--- config.mk ---
export PLATFORM = sky130hd
export DESIGN_NAME = dma_chain_engine
export DESIGN_NICKNAME = d
export VERILOG_FILES = /design/src/rtl/dma_chain_pkg.sv /design/src/rtl/dma_csr.sv /design/src/rtl/dma_xfer_core.sv /design/src/rtl/dma_chain_engine.sv
export SDC_FILE = /design/constraint.sdc
export NUM_CORES = 1
export LEC_CHECK = 0
export ABC_CLOCK_PERIOD_IN_PS = 2400
export BUFFER_PORTS_ARGS = -buffer_cell sky130_fd_sc_hd__clkbuf_2
export CORE_UTILIZATION = 53
export CTS_BUF_LIST = sky130_fd_sc_hd__clkbuf_4
export CTS_CLUSTER_SIZE = 20
export DETAILED_ROUTE_END_ITERATION = 10
export GPL_ROUTABILITY_DRIVEN = 0
export PLACE_DENSITY = 0.76
export SYNTH_ARGS = -nofsm -noshare
export SYNTH_HDL_FRONTEND = slang
export SYNTH_SLANG_ARGS = --single-unit
--- constraint.sdc ---
create_clock -name clk -period 2.4 [get_ports clk]
set_input_delay 0.12 -clock clk [delete_from_list [all_inputs] [get_ports clk]]
set_output_delay 0.12 -clock clk [all_outputs]
set_load 0.03 [all_outputs]
--- src/rtl/dma_chain_pkg.sv ---
package dma_chain_pkg;

    localparam int CTL_IRQ_EN  = 0;
    localparam int CTL_DMA_EN  = 1;
    localparam int CTL_TO_MEM  = 2;
    localparam int CTL_CNT_EN  = 3;
    localparam int CTL_TC_MASK = 4;
    localparam int CTL_AUTO_EN = 5;
    localparam int STS_TC_BIT  = 8;
    localparam int STS_ERR_BIT = 9;
    localparam int CSR_BITS    = 10;

    typedef enum logic [1:0] {
        SEL_CTRL  = 2'd0,
        SEL_ADDR  = 2'd1,
        SEL_COUNT = 2'd2,
        SEL_NONE  = 2'd3
    } reg_sel_e;

    typedef struct packed {
        logic auto_en;
        logic tc_mask;
        logic cnt_en;
        logic to_mem;
        logic dma_en;
        logic irq_en;
    } ctrl_t;

endpackage

--- src/rtl/dma_csr.sv ---
module dma_csr
    import dma_chain_pkg::*;
(
    input  logic                clk,
    input  logic                rst_n,
    input  logic                we,
    input  logic [1:0]          sel,
    input  logic [CSR_BITS-1:0] wdata,
    input  logic                expire,
    input  logic                perr,
    output ctrl_t               ctrl,
    output logic                tc_q,
    output logic                err_q,
    output logic                irq
);

    typedef struct packed {
        ctrl_t ctrl;
        logic  tc;
        logic  err;
    } csr_state_t;

    csr_state_t s_d, s_q;
    logic       csr_wr;

    always_comb begin
        s_d    = s_q;
        csr_wr = we && (sel == SEL_CTRL);
        if (csr_wr) begin
            s_d.ctrl.irq_en  = wdata[CTL_IRQ_EN];
            s_d.ctrl.dma_en  = wdata[CTL_DMA_EN];
            s_d.ctrl.to_mem  = wdata[CTL_TO_MEM];
            s_d.ctrl.cnt_en  = wdata[CTL_CNT_EN];
            s_d.ctrl.tc_mask = wdata[CTL_TC_MASK];
            s_d.ctrl.auto_en = wdata[CTL_AUTO_EN];
            if (wdata[STS_TC_BIT])  s_d.tc  = 1'b0;
            if (wdata[STS_ERR_BIT]) s_d.err = 1'b0;
        end
        if (expire) s_d.tc  = 1'b1;
        if (perr)   s_d.err = 1'b1;
    end

    always_ff @(posedge clk) begin
        if (!rst_n) s_q <= '0;
        else        s_q <= s_d;
    end

    assign ctrl  = s_q.ctrl;
    assign tc_q  = s_q.tc;
    assign err_q = s_q.err;
    assign irq   = s_q.ctrl.irq_en && ((s_q.tc && !s_q.ctrl.tc_mask) || s_q.err);

    // terminal-count flag survives until a write-one-to-clear
    p_tc_sticky_r7: assert property (@(posedge clk) disable iff (!rst_n)
        (tc_q && !(we && sel == SEL_CTRL && wdata[STS_TC_BIT])) |=> tc_q);

    // error flag rises after an error pulse
    p_err_set_r11: assert property (@(posedge clk) disable iff (!rst_n)
        perr |=> err_q);

endmodule

--- src/rtl/dma_xfer_core.sv ---
module dma_xfer_core
    import dma_chain_pkg::*;
#(
    parameter int AW = 32,
    parameter int CW = 16
) (
    input  logic          clk,
    input  logic          rst_n,
    input  logic          we,
    input  logic [1:0]    sel,
    input  logic [AW-1:0] wdata,
    input  logic          dma_en,
    input  logic          cnt_en,
    input  logic          auto_en,
    input  logic          req,
    output logic          ack,
    output logic          dma_on,
    output logic          expire,
    output logic [AW-1:0] addr,
    output logic [CW-1:0] count
);

    typedef struct packed {
        logic [AW-1:0] addr;
        logic [CW-1:0] cnt;
        logic [AW-1:0] naddr;
        logic [CW-1:0] ncnt;
        logic          nflag;
        logic          stall;
    } core_state_t;

    core_state_t s_d, s_q;

    always_comb begin
        dma_on = dma_en && !s_q.stall && !(cnt_en && (s_q.cnt == '0));
        ack    = req && dma_on;
        expire = ack && cnt_en && (s_q.cnt == CW'(1));
        s_d    = s_q;

        if (ack) begin
            s_d.addr = s_q.addr + AW'(1);
            if (cnt_en) s_d.cnt = s_q.cnt - CW'(1);
        end

        if (expire && auto_en) begin
            if (s_q.nflag) begin
                s_d.addr  = s_q.naddr;
                s_d.cnt   = s_q.ncnt;
                s_d.nflag = 1'b0;
            end else begin
                s_d.stall = 1'b1;
            end
        end

        if (s_q.stall) begin
            if (!auto_en) begin
                s_d.stall = 1'b0;
            end else if (s_q.nflag) begin
                s_d.addr  = s_q.naddr;
                s_d.cnt   = s_q.ncnt;
                s_d.nflag = 1'b0;
                s_d.stall = 1'b0;
            end
        end

        if (we && sel == SEL_ADDR) begin
            if (auto_en) begin
                s_d.naddr = wdata;
                s_d.nflag = 1'b1;
            end else begin
                s_d.addr = wdata;
            end
        end
        if (we && sel == SEL_COUNT) begin
            if (auto_en) s_d.ncnt = wdata[CW-1:0];
            else         s_d.cnt  = wdata[CW-1:0];
        end
    end

    always_ff @(posedge clk) begin
        if (!rst_n) s_q <= '0;
        else        s_q <= s_d;
    end

    assign addr  = s_q.addr;
    assign count = s_q.cnt;

    // a stalled channel never acknowledges
    p_stall_no_ack_r5: assert property (@(posedge clk) disable iff (!rst_n)
        s_q.stall |-> !ack);

    // a plain transfer steps the address by one
    p_addr_step_r3: assert property (@(posedge clk) disable iff (!rst_n)
        (ack && !expire && !we && !s_q.stall) |=> addr == $past(addr) + AW'(1));

    // queued descriptor is swapped in at the expiring edge
    p_reload_r4: assert property (@(posedge clk) disable iff (!rst_n)
        (expire && auto_en && s_q.nflag && !we) |=>
        (addr == $past(s_q.naddr)) && (count == $past(s_q.ncnt)));

    // redirected address write leaves the live address alone
    p_redirect_r1: assert property (@(posedge clk) disable iff (!rst_n)
        (we && sel == SEL_ADDR && auto_en && !ack && !s_q.stall) |=> $stable(addr));

endmodule

--- src/rtl/dma_chain_engine.sv ---
module dma_chain_engine
    import dma_chain_pkg::*;
#(
    parameter int AW = 32,
    parameter int CW = 16
) (
    input  logic          clk,
    input  logic          rst_n,
    input  logic          host_we,
    input  logic [1:0]    host_sel,
    input  logic [AW-1:0] host_wdata,
    input  logic          req,
    input  logic          periph_err,
    output logic          ack,
    output logic [AW-1:0] cur_addr,
    output logic [CW-1:0] cur_count,
    output logic          dma_on,
    output logic          to_mem,
    output logic          tc_pend,
    output logic          err_pend,
    output logic          irq
);

    ctrl_t ctrl;
    logic  expire;

    dma_csr u_csr (
        .clk    (clk),
        .rst_n  (rst_n),
        .we     (host_we),
        .sel    (host_sel),
        .wdata  (host_wdata[CSR_BITS-1:0]),
        .expire (expire),
        .perr   (periph_err),
        .ctrl   (ctrl),
        .tc_q   (tc_pend),
        .err_q  (err_pend),
        .irq    (irq)
    );

    dma_xfer_core #(.AW(AW), .CW(CW)) u_core (
        .clk     (clk),
        .rst_n   (rst_n),
        .we      (host_we),
        .sel     (host_sel),
        .wdata   (host_wdata),
        .dma_en  (ctrl.dma_en),
        .cnt_en  (ctrl.cnt_en),
        .auto_en (ctrl.auto_en),
        .req     (req),
        .ack     (ack),
        .dma_on  (dma_on),
        .expire  (expire),
        .addr    (cur_addr),
        .count   (cur_count)
    );

    assign to_mem = ctrl.to_mem;

    // no interrupt without the enable bit
    p_irq_gate_r8: assert property (@(posedge clk) disable iff (!rst_n)
        !ctrl.irq_en |-> !irq);

    // an exhausted counted channel is inactive
    p_count_stop_r10: assert property (@(posedge clk) disable iff (!rst_n)
        (ctrl.cnt_en && cur_count == '0) |-> !dma_on);

endmodule

Yosys cells after proc, flatten, opt, wreduce, memory -nomap -nowiden
Index checks and enable logic that the tools add are counted.

storage, ports and cells
  logic and storage cells = 69
  flip-flop bits (word level) = 106
  bits of input ports = 39
  output and inout port bits = 54

cells by class
  muxes and demuxes = 24
  reductions and logical operators = 26
  eq/ne operators = 3
  $add $sub $neg = 2

operators by type and width
  kind                   number
  $mux 48                6
  $mux 32                2
  $mux 16                3
  $add 32x1->32 const B  1
  $eq 16x1->1 const B    1
  $logic_not 16->1       1
  $sub 16x1->16 const B  1
  $logic_and 1x1->1      12
  $mux 1                 9
  $mux 2                 4
  $reduce_and 2->1       4
  $reduce_bool 2->1      4
  $logic_not 1->1        3
  $eq 2x1->1 const B     1
  $eq 2x2->1 const B     1
  $logic_not 2->1        1
  $logic_or 1x1->1       1

Depth between registers and ports, before layout
Gate-level depths: netlist of the first run.

  depth after elaboration = 14
  mapped depth = 10
  mapped depth without buffers = 8

Modules after synthesis
A second synthesis of the first run with hierarchy kept.

second synthesis, totals
  cell total of the unflattened synthesis = 657
  area, all modules = 5514.0 sq um

by module, submodules not included
  module         instances  cells an instance  seq. area each (sq um)  area an instance (sq um)
  dma_xfer_core  1          620                1961.9                  5173.7
  dma_csr        1          37                 160.2                   340.3

Least setup slack after synthesis of the first run
OpenSTA, ideal clock, no wires.

  path kind = reg2reg
  from = register u_core.s_q (netlist bit u_core.count[12])
  to = register u_core.s_q (netlist bit u_core.count[1])
  setup slack = 404 ps
  data required time = 2326 ps
  path buffers = 1
  stages on the path, launching flop included = 9
  arrival = 1921 ps
  cell sequence = dfxtp_1 > nor3_2 > nand4_1 > buf_2 > o21ai_1 > inv_2 > nand2_1 > mux2_2 > o21ai_0

between the ends
  cells in the longest elaborated chain, start to end = 14
  elaborated cells on any way between the ends = 17
  classes of those cells = eq/ne: 1; mux: 8; reduce/logical: 8

RTL lines
  what                            line                    source
  from (decl)                     dma_xfer_core.sv:32     core_state_t s_d, s_q;
  from (signal assigned)          dma_xfer_core.sv:81     if (!rst_n) s_q <= '0;
  from (signal assigned)          dma_xfer_core.sv:82     else s_q <= s_d;
  $logic_not 16->1 (*)            dma_xfer_core.sv:35     dma_on = dma_en && !s_q.stall && !(cnt_en && (s_q.cnt == '0));
  $logic_and 1x1->1 (*)           dma_xfer_core.sv:35
  $logic_not 1->1 (*)             dma_xfer_core.sv:35
  $logic_and 1x1->1 (*)           dma_xfer_core.sv:35
  $logic_and 1x1->1 (*)           dma_xfer_core.sv:36     ack = req && dma_on;
  via ack                         dma_chain_engine.sv:14  output logic ack,
  $logic_and 1x1->1 (2 in a row)  dma_xfer_core.sv:37     expire = ack && cnt_en && (s_q.cnt == CW'(1));
  $logic_and 1x1->1               dma_xfer_core.sv:45     if (expire && auto_en) begin
  $mux 48 (*)                     dma_xfer_core.sv:45
  $mux 48                         dma_xfer_core.sv:58     end else if (s_q.nflag) begin
  $mux 48                         dma_xfer_core.sv:56     if (!auto_en) begin
  $mux 48 (*)                     dma_xfer_core.sv:55     if (s_q.stall) begin
  $mux 16                         dma_xfer_core.sv:75     if (auto_en) s_d.ncnt = wdata[CW-1:0];
  $mux 16 (*)                     dma_xfer_core.sv:74     if (we && sel == SEL_COUNT) begin

Mark *: on every way through the listed nets, which the timed path passes. The rest lies on a longest branch.
A chain may end at the register's enable or synchronous reset.

Worst setup path in the final report of the first run
  from = register u_core.s_q[0] (netlist name)
  to = register u_core.s_q (netlist bit u_core.addr[18])

between the ends
  cells in the longest elaborated chain, start to end = 13
  elaborated cells on any way between the ends = 15
  classes of those cells = mux: 8; reduce/logical: 7

RTL lines
  what                            line                 source
  $logic_not 1->1                 dma_xfer_core.sv:35
  $logic_and 1x1->1 (2 in a row)  dma_xfer_core.sv:35
  $logic_and 1x1->1               dma_xfer_core.sv:36
  $logic_and 1x1->1 (2 in a row)  dma_xfer_core.sv:37
  $logic_and 1x1->1               dma_xfer_core.sv:45
  $mux 48                         dma_xfer_core.sv:45
  $mux 48                         dma_xfer_core.sv:58
  $mux 48                         dma_xfer_core.sv:56
  $mux 48 (*)                     dma_xfer_core.sv:55
  $mux 32                         dma_xfer_core.sv:67  if (auto_en) begin
  $mux 32 (*)                     dma_xfer_core.sv:66  if (we && sel == SEL_ADDR) begin

Mark *: on every way between the ends. The rest lies on a longest branch, timed or not.

==> reports/summary.md, run 1 <==
- detailed-placement wirelength estimate: 10.3 mm
- crit path launch type: flip-flop
- signed area change from the synthesized netlist to the final layout: 13.9%
- core outline area: 9950 sq um
- CTS tree: built
- max-cap viol count: 0
- fill cell count: 872
- Synthesis Warnings: 0
- share of total power consumed by net switching: 28.4%
- first-pass GRT wire length: 24.0 mm
- Initial Utilization: 55.6%
- CTS Buf Count: 9
- portion of the clock cycle consumed by the worst path in the final layout: 95.6%
- grt ovf: 0
- Comb power frac: 13.9%
- required time of the critical path: 2.81 ns
- Register-to-Register Setup Slack: 0.11 ns
- Min Clock Period, post-route: 2.29 ns
- Detail Route Antenna Nets: 0
- library cell used as clock root buffer: sky130_fd_sc_hd__clkbuf_4
- part of the Yosys area used for sequential elements: 38.3%
- classification of the worst setup path: flip-flop to flip-flop
- fin. max-slew vios: 0
- count of TritonRoute iterations in the first routing pass: 5
- Leakage: 2.26 nW
- # port buffers: 92
- Final Non-Filler Cells: 884
- Psw: 0.000908 W
- power per standard cell area: 507 nW/um^2
- total standard cell area after synthesis: 5540 sq um
- routed len/inst: 17.0 um
- total clock sinks: 106
- internal power: 0.00229 W
- portion of total power attributed to the clock network: 28.0%
- nets: 788
- data arrival time of the critical path: 2.70 ns
- die span in y: 104 um
- worst relative slew slack: 50.4%
- number of placed instances, taps included: 833
- highest attainable clock frequency: 0.436 GHz
- count of cell types in the netlist: 61
- Seq cells post-synth: 106
- most frequently used cell type in the post-synthesis netlist: sky130_fd_sc_hd__nand2_1
- Tightest Pin Transition: 0.743 ns
- number of nets produced by synthesis: 716
- average instance area after synthesis: 8.22 sq um
- clock latency at the later pin of the worst-skew pair: 0.48 ns
- pin count of the biggest net entering global routing: 35
- met3 global-route usage: 6.27%
- H-Tree Depth: 3
- largest driver fanout on the critical path: 7
- capturing element type of the critical path: flip-flop
- Antenna Diode Count: 0
- share of Yosys cell area claimed by the top area cell type: 38.3%
- All-Layer GR Usage: 27.9%
- top cells by area, synth: sky130_fd_sc_hd__dfxtp_1 (38%), sky130_fd_sc_hd__nand2_1 (9.2%), sky130_fd_sc_hd__buf_4 (6.6%)
- share of flip-flops with an asynchronous set or reset after synthesis: 0%
- peak ir drop on the vdd network: 328 uV
- detail-routed via count per cell: 5.80
- CP startpoint: u_core.s_q[0]
- via count of the first global-routing pass: 4,862
- met1 routing resource usage after global routing: 35.1%
- Post-Route Setup TNS: 0 ns
- die width: 104 um
- layout cell share with drive strength beyond 1: 19.3%
- Routed Wire Length: 15.0 mm
- top cells by instance count after synthesis: sky130_fd_sc_hd__nand2_1 (136), sky130_fd_sc_hd__dfxtp_1 (106), sky130_fd_sc_hd__buf_4 (49)
- sequence of cells on the critical path: nand3b_1 > nor2_4 > o211ai_2 > or4_1 > a31o_1 > a21oi_2
- Post-Place Setup Slack: 0.206 ns
- run status: completed
- setup slack after layout: 0.106 ns
- DRC: 0
- met2 Track Usage GR: 46.5%
- hold wc startpoint: host_sel[0]
- worst-case clock skew: 0.0187 ns
- antenna violations before repair: 0
- delay of the slowest critical-path stage: 0.55 ns
- Hold Vio Cnt, Final: 0
- master of the slowest instance on the critical path: sky130_fd_sc_hd__or4_1
- vias: 5,123
- most crowded layer after global routing: met2
- synthesized netlist cell count: 674
- proportion of power drawn by flip-flops and latches: 58.1%
- sequential cell area: 2120 sq um
- worst hold path type: input pin to flip-flop
- total setup violations reported at the end of the flow: 0
- worst reg2reg startpoint: u_core.s_q[0]
- Primary FF master, synth: sky130_fd_sc_hd__dfxtp_1
- first-iteration detailed-routing DRC count: 403
- standard-cell rows: 36
- Clock Tree Buf Depth: 2
- I/O pins: 93
- footprint of the multi-input gates: 2890 sq um
- Post-synth EDFFs: 0
- Worst-path clk slew: 0.16 ns
- top cell type by total area after synthesis: sky130_fd_sc_hd__dfxtp_1
- Die Outline Area: 10,900 sq um
## final timing paths
check                         end  cells after the start
setup / recovery  u_core.addr[18]                      6
setup reg to reg  u_core.addr[18]                      6
hold reg to reg    u_core.s_q[34]                      2
hold / removal    u_core.count[8]                      5
## power groups by stage
stage	logic, W	registers, W	clock network (W)
global placement	0.000381	0.00189	0
finish	0.000445	0.00186	0.000894
global route	0.000474	0.00186	0.000998
CTS	0.000435	0.00186	0.000917
detailed placement	0.000389	0.00189	0
floorplan	0.000285	0.00188	0
## what timing repair did
item / CTS / global route
gates resized for setup: 2 / 4
setup endpoints to repair: 1 / 16
pin swaps: 1 / 1
gates cloned: 0 / 0
hold buffers: 34 / 0
endpoints found under the hold margin: 94 / 0
buffers inserted: 1 / 0
## cell usage in the layout, fill, tap and decap left out, types with 11 or more instances in the layout
master | Yosys | final
sky130_fd_sc_hd__nand2_1 | 136 | 136
sky130_fd_sc_hd__dlygate4sd3_1 | 0 | 34
sky130_fd_sc_hd__xor2_1 | 17 | 17
sky130_fd_sc_hd__a21boi_0 | 48 | 48
sky130_fd_sc_hd__nor2b_1 | 12 | 12
sky130_fd_sc_hd__nand4_1 | 15 | 15
sky130_fd_sc_hd__a21oi_1 | 11 | 11
sky130_fd_sc_hd__dfxtp_1 | 106 | 106
sky130_fd_sc_hd__xnor2_1 | 23 | 23
sky130_fd_sc_hd__a22oi_1 | 22 | 22
sky130_fd_sc_hd__clkbuf_2 | 1 | 92
sky130_fd_sc_hd__o21ai_0 | 38 | 38
sky130_fd_sc_hd__buf_4 | 49 | 20
sky130_fd_sc_hd__nor2_1 | 32 | 31
sky130_fd_sc_hd__nand3_1 | 14 | 14
## worst max-delay path, delay by kind of cell (launching register included)
kind               cells  cell delay (ns)
AOI/OAI and AO/OA      3             0.56
DFF                    1             0.40
and+or+nand+nor        3             1.26
## kinds of logic (layout without fill, tap and decap cells)
| family | after synthesis | count (layout) | share of synthesized area (%) |
|---|---|---|---|
| buffers and inverters | 93 | 170 | 9.76 |
| muxes | 10 | 10 | 1.83 |
| xor gates and xnor gates | 40 | 40 | 6.33 |
| DFF | 106 | 106 | 38.3 |
| adders and majority gates | 3 | 3 | 0.678 |
| and+or+nand+nor | 257 | 257 | 22.4 |
| AOI/OAI and AO/OA | 165 | 165 | 20.7 |
## cell type report
cell class	instances	area share (%)
multi-input cells	475	45.9
flip-flops and latches	106	33.7
repair buffers	147	15.4
well taps	133	2.64
clock buffers	9	1.07
clock inverters	7	0.952
inverters	7	0.417
## registers in the layout, indices dropped and copies added (netlist names)
name and flops:
u_csr.tc_q 1, u_csr.err_q 1, u_core.count 16, u_core.s_q 50, u_csr.ctrl 6, u_core.addr 32
## per-layer routing
layer | share of wire [%] | up-vias | routed length (um)
met5 | 0 | - | 0
met4 | 2.6 | 0 | 387
met3 | 6.8 | 36 | 1020
met2 | 48 | 230 | 7140
met1 | 43 | 2412 | 6450
li1 | - | 2445 | -
## through the flow
step	cell area (sq um)	power [W]	utilization, %	hold slack [ns]
floorplan	5540	0.00217	-	0.228
global placement	5810	0.00227	58.4	0.347
detailed placement	5810	0.00228	58.4	0.375
CTS	6290	0.00321	63.2	0.152
global route	6310	0.00333	63.3	0.218
finish	6310	0.00320	63.3	0.191
Power figures use the tool's default switching activity.
==> run 2: changes to the inputs <==
- CELL_PAD_IN_SITES_DETAIL_PLACEMENT: unset -> 1
- CELL_PAD_IN_SITES_GLOBAL_PLACEMENT: unset -> 1
- CORE_UTILIZATION: 53 -> 43
- PLACE_DENSITY: 0.76 -> unset
- PLACE_DENSITY_LB_ADDON: unset -> 0.1
==> run 2 against run 1 <==
- global-route usage fell by 0.94 points
- worst setup slack improved by 0.013 ns
- largest power group unchanged
- count of clock-buffer cells in the layout did not move
- non-clock buffer count rose by 7
- utilization fell by 12 points
- register-to-register slack improved by 0.08 ns
- critical path depth did not move
- flip-flop and latch count did not move
- sequential share of layout area fell by 0.68 points
- clock skew fell by 0.0042 ns
- final cell count rose by 5.3%
==> reports/summary.md, run 2 (synthesis gave the netlist of run 1 again) <==
- library cell used as clock root buffer: sky130_fd_sc_hd__clkbuf_4
- CP startpoint: u_core.count[13]
- fin. max-slew vios: 0, unchanged
- max-cap viol count: 0, unchanged
- run status: completed
- Register-to-Register Setup Slack: 0.19 ns, +0.08 ns
- worst relative slew slack: 50.6%, +0.20 points
- first-iteration detailed-routing DRC count: 226, -44%
- H-Tree Depth: 3, unchanged
- Detail Route Antenna Nets: 0, unchanged
- Clock Tree Buf Depth: 2, unchanged
- data arrival time of the critical path: 2.16 ns, -0.54 ns
- clock latency at the later pin of the worst-skew pair: 0.48 ns, about the same
- path depth of the worst reg2reg path: 8, +2
- DRC: 0, unchanged
- count of TritonRoute iterations in the first routing pass: 4, -1
- Initial Utilization: 44.1%, -12 points
- die width: 115 um, +11%
- flip-flop count of the largest register after layout: 50, unchanged
- peak ir drop on the vdd network: 310 uV, -5.7%
- WHS Path Cells: 5, unchanged
- setup repair after global routing missed its margin: no
- required time of the critical path: 2.28 ns, -0.53 ns
- Post-Place Setup Slack: 0.0723 ns, -0.134 ns
- power per standard cell area: 510 nW/um^2, +0.58%
- capturing element type of the critical path: output port
- crit path launch type: flip-flop
- worst reg2reg startpoint: u_core.count[1]
- Min Clock Period, post-route: 2.28 ns, -0.0126 ns
- worst-case clock skew: 0.0145 ns, -0.00421 ns
- signed area change from the synthesized netlist to the final layout: 16.4%
- routed len/inst: 18.4 um, +8.3%
- detail-routed via count per cell: 5.47, -5.7%
- Reg with most FFs: u_core.s_q
- first-pass GRT wire length: 27.4 mm, +14%
- # port buffers: 92, unchanged
- layout cell share with drive strength beyond 1: 20.6%, +1.3 points
- highest-count cells in the layout ignoring fill and taps: sky130_fd_sc_hd__nand2_1 (135), sky130_fd_sc_hd__dfxtp_1 (104), sky130_fd_sc_hd__clkbuf_2 (92)
- Worst-path clk slew: 0.17 ns, about the same
- Routed Wire Length: 17.1 mm, +14%
- Hold Vio Cnt, Final: 0, unchanged
- total setup violations reported at the end of the flow: 0, unchanged
- core outline area: 12,600 sq um, +26%
- Post-Route Setup TNS: 0 ns, unchanged
- total clock sinks: 106, unchanged
- worst hold path type: input pin to flip-flop
- I/O pins: 93, unchanged
- die span in y: 115 um, +11%
- vias: 5,090, -0.64%
- highest attainable clock frequency: 0.438 GHz, +0.55%
- most frequent standard cell in the layout excluding fill and tap cells: sky130_fd_sc_hd__nand2_1
- nets: 795, +0.89%
- Die Outline Area: 13,300 sq um, +23%
- CTS tree: built
- CTS Buf Count: 9, unchanged
- classification of the worst setup path: flip-flop to output port
- largest driver fanout on the critical path: 6, -1
- portion of the clock cycle consumed by the worst path in the final layout: 95.1%, -0.53 points
- antenna violations before repair: 1, +1
- hold wc startpoint: host_sel[0]
- pin count of the biggest net entering global routing: 32, -8.6%
- detailed-placement wirelength estimate: 12.1 mm, +18%
- setup slack after layout: 0.118 ns, +0.0126 ns
- standard-cell rows: 41, +14%
- Tightest Pin Transition: 0.738 ns, -0.00512 ns
- All-Layer GR Usage: 26.9%, -0.94 points
- grt ovf: 0, unchanged
- via count of the first global-routing pass: 5,244, +7.9%
- Leakage: 2.30 nW, +2.1%
## run 2: final timing paths
kind / end
setup / recovery: dma_on
hold reg to reg: u_core.s_q[24]
setup reg to reg: u_core.count[1]
hold / removal: u_core.count[8]
## run 2: power by group
group | total (W) | switching (W) | internal [W]
logic | 0.000462 | 0.000275 | 0.000187
clock network | 0.000964 | 0.000637 | 0.000327
registers | 0.00186 | 0.0000543 | 0.00180
## run 2: layer usage
metal / routed length [um] / track usage (%) / share of wire, %
met5: 0 / 0 / 0
met4: 308 / 9.78 / 1.8
met3: 546 / 3.56 / 3.2
met2: 8440 / 46.7 / 49
met1: 7820 / 34.1 / 46
## run 2: worst max-delay path, stage by stage, from the launching register on
cell                       delay, ns
sky130_fd_sc_hd__dfxtp_1        0.42
sky130_fd_sc_hd__nor3_4         0.29
sky130_fd_sc_hd__buf_4          0.18
sky130_fd_sc_hd__nand4_1        0.12
sky130_fd_sc_hd__or2_4          0.30
sky130_fd_sc_hd__and3b_1        0.20
sky130_fd_sc_hd__clkbuf_2       0.19
## run 2: cell type report
| type | count | area (sq um) |
|---|---|---|
| fill | 1540 | 6120 |
| multi-input combinational | 475 | 2900 |
| sequential | 106 | 2120 |
| timing repair buffer | 154 | 1030 |
| tap | 172 | 215 |
| clock inverter | 7 | 78.8 |
| clock buffer | 9 | 67.6 |
| inverter | 7 | 26.3 |
| antenna | 1 | 2.50 |
## run 2: repair_timing
action                                  CTS  global route
endpoints found under the hold margin    92             0
hold buffers                             33             0
pin swaps                                 2             1
resized for setup                         7             1
endpoints found under the setup margin    3            21
buffers inserted                          0             2
## run 2: through the flow
stage	std cells	util [%]	power, W	hold slack [ns]	instance area (sq um)
3_5_place_dp	879	47.2	0.00230	0.378	5930
3_3_place_gp	879	47.2	0.00229	0.350	5930
5_1_grt	931	51.3	0.00343	0.229	6440
2_1_floorplan	674	-	0.00217	0.228	5540
6_report	931	51.3	0.00328	0.216	6440
4_1_cts	928	51.1	0.00331	0.172	6420
